**src/rtl/pdmt_pkg.sv**
```systemverilog
package pdmt_pkg;
  // Nearest-integer division for deriving clock-count offsets from degrees.
  function automatic int unsigned round_div(input int unsigned num, input int unsigned den);
    return (num + den / 2) / den;
  endfunction
endpackage

```
**src/rtl/pdmt_phase_cnt.sv**
```systemverilog
module pdmt_phase_cnt #(
  parameter int unsigned PERIOD     = 188,
  parameter int unsigned SAMPLE_DIV = 32,
  localparam int unsigned CW = $clog2(PERIOD),
  localparam int unsigned PW = (SAMPLE_DIV > 1) ? $clog2(SAMPLE_DIV) : 1
) (
  input  logic          clk,
  input  logic          rst,
  output logic [CW-1:0] phase,
  output logic          strobe_now
);
  logic [PW-1:0] per;

  always_ff @(posedge clk) begin
    if (rst) begin
      phase <= '0;
      per   <= '0;
    end else if (phase == CW'(PERIOD - 1)) begin
      phase <= '0;
      per   <= (per == PW'(SAMPLE_DIV - 1)) ? '0 : per + 1'b1;
    end else begin
      phase <= phase + 1'b1;
    end
  end

  assign strobe_now = (phase == '0) && (per == '0);
endmodule

```
**src/rtl/pdmt_ref_gen.sv**
```systemverilog
module pdmt_ref_gen #(
  parameter int unsigned PERIOD = 188,
  parameter int unsigned NREF   = 3,
  parameter int unsigned OFS [NREF] = '{default: 0},
  localparam int unsigned CW   = $clog2(PERIOD),
  localparam int unsigned HALF = PERIOD / 2
) (
  input  logic [CW-1:0]   phase,
  output logic [NREF-1:0] lvl
);
  logic [31:0] p32;
  assign p32 = 32'(phase);

  for (genvar g = 0; g < NREF; g++) begin : g_ref
    logic [31:0] shifted;
    assign shifted = (p32 >= OFS[g]) ? (p32 - OFS[g]) : (p32 + PERIOD - OFS[g]);
    assign lvl[g]  = (shifted < HALF);
  end
endmodule

```
**src/rtl/pdmt_chop_ctl.sv**
```systemverilog
module pdmt_chop_ctl #(
  parameter int unsigned CHOP_SAMPLES = 66,
  localparam int unsigned SW = $clog2(CHOP_SAMPLES + 1)
) (
  input  logic clk,
  input  logic rst,
  input  logic strobe_now,
  output logic chop_next,
  output logic chop_q
);
  logic [SW-1:0] sc;
  logic          wrap;

  assign wrap      = strobe_now && (sc == SW'(CHOP_SAMPLES));
  assign chop_next = chop_q ^ wrap;

  always_ff @(posedge clk) begin
    if (rst) begin
      sc     <= '0;
      chop_q <= 1'b0;
    end else if (strobe_now) begin
      sc     <= wrap ? SW'(1) : sc + 1'b1;
      chop_q <= chop_next;
    end
  end
endmodule

```
**src/rtl/pdm_timing_gen.sv**
```systemverilog
module pdm_timing_gen #(
  parameter int unsigned PERIOD       = 188,
  parameter int unsigned SAMPLE_DIV   = 32,
  parameter int unsigned CHOP_SAMPLES = 66,
  parameter int unsigned LEAD_DEG     = 45,
  parameter int unsigned LAG_DEG      = 135
) (
  input  logic clk,
  input  logic rst,
  input  logic cmp_i,
  output logic drive_o,
  output logic ref_lead_o,
  output logic ref_lag_o,
  output logic fb_o,
  output logic sample_o,
  output logic chop_o,
  output logic sel_o
);
  import pdmt_pkg::*;

  localparam int unsigned CW       = $clog2(PERIOD);
  localparam int unsigned LEAD_OFS = round_div(PERIOD * LEAD_DEG, 360);
  localparam int unsigned LAG_OFS  = round_div(PERIOD * LAG_DEG, 360);
  localparam int unsigned NREF     = 3;
  localparam int unsigned OFS_TAB [NREF] = '{0, LEAD_OFS, LAG_OFS};

  logic [CW-1:0]   phase;
  logic            strobe_now;
  logic [NREF-1:0] lvl;
  logic            chop_next;
  logic            sel_next;

  pdmt_phase_cnt #(.PERIOD(PERIOD), .SAMPLE_DIV(SAMPLE_DIV)) u_cnt (
    .clk(clk), .rst(rst), .phase(phase), .strobe_now(strobe_now)
  );

  pdmt_ref_gen #(.PERIOD(PERIOD), .NREF(NREF), .OFS(OFS_TAB)) u_ref (
    .phase(phase), .lvl(lvl)
  );

  pdmt_chop_ctl #(.CHOP_SAMPLES(CHOP_SAMPLES)) u_chop (
    .clk(clk), .rst(rst), .strobe_now(strobe_now),
    .chop_next(chop_next), .chop_q(chop_o)
  );

  // The comparator bit is latched only on the strobe; 1 picks the leading reference.
  assign sel_next = strobe_now ? cmp_i : sel_o;

  always_ff @(posedge clk) begin
    if (rst) begin
      drive_o    <= 1'b0;
      ref_lead_o <= 1'b0;
      ref_lag_o  <= 1'b0;
      fb_o       <= 1'b0;
      sample_o   <= 1'b0;
      sel_o      <= 1'b0;
    end else begin
      drive_o    <= lvl[0] ^ chop_next;
      ref_lead_o <= lvl[1] ^ chop_next;
      ref_lag_o  <= lvl[2] ^ chop_next;
      fb_o       <= (sel_next ? lvl[1] : lvl[2]) ^ chop_next;
      sample_o   <= strobe_now;
      sel_o      <= sel_next;
    end
  end
endmodule

```
**config.mk**
```make
export PLATFORM = sky130hd
export DESIGN_NAME = pdm_timing_gen
export DESIGN_NICKNAME = d
export VERILOG_FILES = /design/src/rtl/pdmt_pkg.sv /design/src/rtl/pdmt_phase_cnt.sv /design/src/rtl/pdmt_ref_gen.sv /design/src/rtl/pdmt_chop_ctl.sv /design/src/rtl/pdm_timing_gen.sv
export SDC_FILE = /design/constraint.sdc
export NUM_CORES = 1
export LEC_CHECK = 0
export ABC_AREA = 1
export BUFFER_PORTS_ARGS = -buffer_cell sky130_fd_sc_hd__buf_2
export CORE_MARGIN = 10
export CORE_UTILIZATION = 31
export CTS_CLUSTER_SIZE = 10
export DETAILED_ROUTE_END_ITERATION = 8
export GPL_ROUTABILITY_DRIVEN = 0
export HOLD_SLACK_MARGIN = 0.03
export PLACE_DENSITY = 0.44
export SETUP_SLACK_MARGIN = 0.4
export SLEW_MARGIN = 30
export SYNTH_ARGS = -nofsm -noshare
export SYNTH_HDL_FRONTEND = slang
export SYNTH_SLANG_ARGS = --single-unit
export TNS_END_PERCENT = 100
```
**constraint.sdc**
```tcl
create_clock -name clk -period 6.5 [get_ports clk]
set_input_delay 1.3 -clock clk [delete_from_list [all_inputs] [get_ports clk]]
set_output_delay 1.3 -clock clk [all_outputs]
set_load 0.02 [all_outputs]
```
==> summary.md <==
| Metric | Value |
|---|---|
| Most common cell after layout, fill and taps aside | nand2_1 |
| Grt met2 use | 0.1725 |
| Initial Util | 0.3200 |
| Cts hold-fix bufs | 0 |
| Min Hold Slack | 0.4868 ns |
| Maximum vdd drop | approximately 0.077 mV |
| Net Sw Power | between 100 and 150 uW |
| Met1 Use GR | 0.1274 |
| Total Power | ~350 uW |
| Synth Area in Compound Gates | 0.1019 |
| Final Skew | 0.009750 ns |
| Detailed Route WL | about 5300 um |
| Syn. warnings | 0 |
| Reg2Reg Setup Slack | around 3.7 ns |
| Capture point of the worst path | fb_o |
| # IOs | 10 |
| R2R cell count | 16 |
| Clock buffer count from CTS | 3 |
| Clock Tree Buf Depth | 2 |
| Switching part of the total | 0.3171 |
| Pint | between 200 and 250 uW |
| WL/cell | 12.53 um |
| Dominant synthesized flop cell | dfxtp_1 |
| Comb power frac | 0.181 |
| Vias per inst | about 4.7 |
| Leak | between 1 and 1.5 nW |
| EDFF count, synth | 0 |
| FILL cells | 768 |
| Post-synthesis cell type count | 35 |
| Vias in the first global route | 1947 |
| Reg2Reg Launch Point | u_cnt.phase[2] |
| Grt total ovfl | 0 |
| Combinational family with the most area after synthesis | simple AND/OR/NAND/NOR gates |
| Clk network pwr share | 0.305 |
| Max-Slew Margin vs Limit | 0.4828 |
| Register bit total from synthesis | 27 |
| Clock root buffer | clkbuf_8 |
| Largest net degree at the start of global routing | 19 |
| Clock Latency Late Sink | about 0.29 ns |
| Seq/Total Area, Yosys | 0.2473 |
| Die width | 104.0 um |
| IO Port Bufs | 9 |
| Final period utilization | 0.4245 |
| Fin cells | 422 |
| H-tree depth | 1 |
| GRT Total Usage | 0.1001 |
| Worst-path fanout max | 10 |
| XOR/XNOR share of the synthesized area | 0.02003 |
| Synthesized instance count | 320 |
| RSZ-0062 raised after global routing | no |
| Final core occ | 0.3408 |
| Async SR Flop Fraction | 0 |
| Met3 global-route usage | 0.01487 |
| Area Overhead vs Synth | 6.525% |
| DRT antenna net count | 0 |
| Setup violations, final | 0 |
| DIE AREA | 0.01081 mm2 |
| Most frequent cells in the layout | 72 x nand2_1, 40 x inv_1, 33 x nand3_1, 33 x nor2_1, 27 x dfxtp_1 |
| Nets@finish | approximately 350 |
| Fmax achieved | approximately 360 MHz |
| CP arrival | 2.94 ns |
| Core area | approximately 0.0068 mm2 |
| R2R Path End | fb_o |
| Final Slew Violations | 0 |
| Busiest grt layer | met2 |
| CP Launch Type | flip-flop |
| Clk slew on worst S/H paths | between 0.1 and 0.15 ns |
| Remaining routing DRC violations | 0 |
| Start point of the critical path | u_cnt.phase[2] |
| CP Capture Type | flip-flop |
| Sequential Power Share | 0.514 |
| Status | finished, final reports clean |
| CTS tree | yes |
| Drt first pass iters | 4 |
| Max Cap Viol | 0 |
| Post-CTS setup repair buffer count | 0 |
| Min cycle time layout | about 2.8 ns |
| Dpl cells | ~420 |
| Cell Rows | 30 |
| WP data required | 6.68 ns |
| PostCTS Resize Cnt | 0 |
| TritonCTS Sinks | 27 |
| Worst slew pin tran | between 0.7 and 0.8 ns |
| Hold Path Class | flip-flop to flip-flop |
| Share of layout cells above drive strength 1 | 0.1258 |
| Initial antenna violation count | 0 |
| Mux share of post-synthesis cell area | 0 |
| Initial DRC Count | 130 |
| Final hold viol count | 0 |
| Mean Syn Cell Area | around 7 um2 |
| Post-Route Setup TNS | 0 ns |
| Ant diodes | 0 |
| Pwr per Cell Area | 150.1 mW/mm2 |
| First-pass GRT wire length | 9266 um |
| Post-DP HPWL | between 4000 and 5000 um |
| Syn_nets | between 300 and 400 |
| Simple-gate area share of the yosys netlist | 0.4058 |
| DIE HEIGHT | 104.0 um |
| Vias | ~2k |
| Worst Setup Path Type | flip-flop to flip-flop |
| Adder-cell area share of the yosys netlist | 0.1088 |
| Synth Cell Area | around 0.0022 mm2 |
==> worst min path at each step <==
stage                       from  cells after the start  slack [ns]      endpoint
floorplan           u_chop.sc[6]                      2        0.44  u_chop.sc[6]
global placement    u_chop.sc[6]                      2        0.47  u_chop.sc[6]
detailed placement  u_chop.sc[6]                      2        0.48  u_chop.sc[6]
CTS                 u_chop.sc[6]                      2        0.49  u_chop.sc[6]
global route        u_chop.sc[6]                      2        0.53  u_chop.sc[6]
finish              u_chop.sc[6]                      2        0.49  u_chop.sc[6]
==> stage by stage <==
step	setup WS, ns	area (um2)
2_1_floorplan	4.189	2186
3_3_place_gp	3.835	2278
3_5_place_dp	3.776	2278
4_1_cts	3.741	2328
5_1_grt	3.389	2328
6_report	3.741	2328
==> critical path, stage by stage, from the launching register on <==
cell,delay [ns]
dfxtp_1,0.61
inv_1,0.20
ha_1,0.32
nand2_1,0.12
nand2_1,0.13
o211ai_2,0.18
nor2_1,0.06
ha_1,0.26
inv_1,0.03
nor2_1,0.09
o211ai_1,0.10
a21oi_1,0.12
nand2_1,0.06
nand2_1,0.09
nand2_1,0.08
a21oi_1,0.15
nor2_1,0.06
==> power by group through the flow <==
stage	Combinational, mW	Clock, mW	Sequential, mW
floorplan	0.0475	0	0.183
global placement	0.0641	0	0.184
detailed placement	0.0639	0	0.184
CTS	0.0642	0.113	0.180
global route	0.0720	0.117	0.181
finish	0.0631	0.107	0.180
==> Yosys cell counts (all sizes together) (2+ instances only) <==
library cell | n | share of area
a31oi | 2 | 0.0057
nand4 | 11 | 0.038
nand2 | 81 | 0.15
nor4 | 3 | 0.022
buf | 7 | 0.033
inv | 45 | 0.081
nor3 | 3 | 0.0069
a21oi | 16 | 0.037
xor2 | 5 | 0.020
nor2 | 37 | 0.079
nor3b | 2 | 0.0069
ha | 19 | 0.11
nand3 | 36 | 0.089
o21ai | 16 | 0.037
o21a | 2 | 0.0069
o211ai | 2 | 0.0092
or2 | 2 | 0.0057
dfxtp | 27 | 0.25
==> area by class of cell <==
class | instances | area, um2 | share of cell area
sequential | 27 | 540.5 | 0.2321
multi-input combinational | 240 | 1391 | 0.5975
inverter | 46 | 181.4 | 0.07792
clock inverter | 1 | 8.758 | 0.003761
clock buffer | 3 | 41.29 | 0.01773
timing repair buffer | 9 | 45.04 | 0.01934
tap | 96 | 120.1 | 0.05159
==> sequential cells by signal (all words and copies together), names as in the netlist <==
name,cells
ref_lead_o,1
u_cnt.phase,8
u_chop.chop_q,1
u_chop.sc,7
ref_lag_o,1
drive_o,1
fb_o,1
sample_o,1
u_cnt.per,5
sel_o,1
==> cell families (layout without fill, tap and decap cells) <==
group | count (synthesis) | after routing
flops | 27 | 27
fa+ha+maj | 19 | 19
simple gates | 176 | 176
buf+inv | 53 | 59
xor+xnor | 5 | 5
compound gates | 40 | 40
==> metal layers <==
layer | share of wire | vias up
met2 | 0.47 | 32
li1 | - | 1058
met3 | 0.031 | 4
met5 | 0 | -
met4 | 0.0093 | 0
met1 | 0.49 | 904
(Power assumes the default switching activity.)
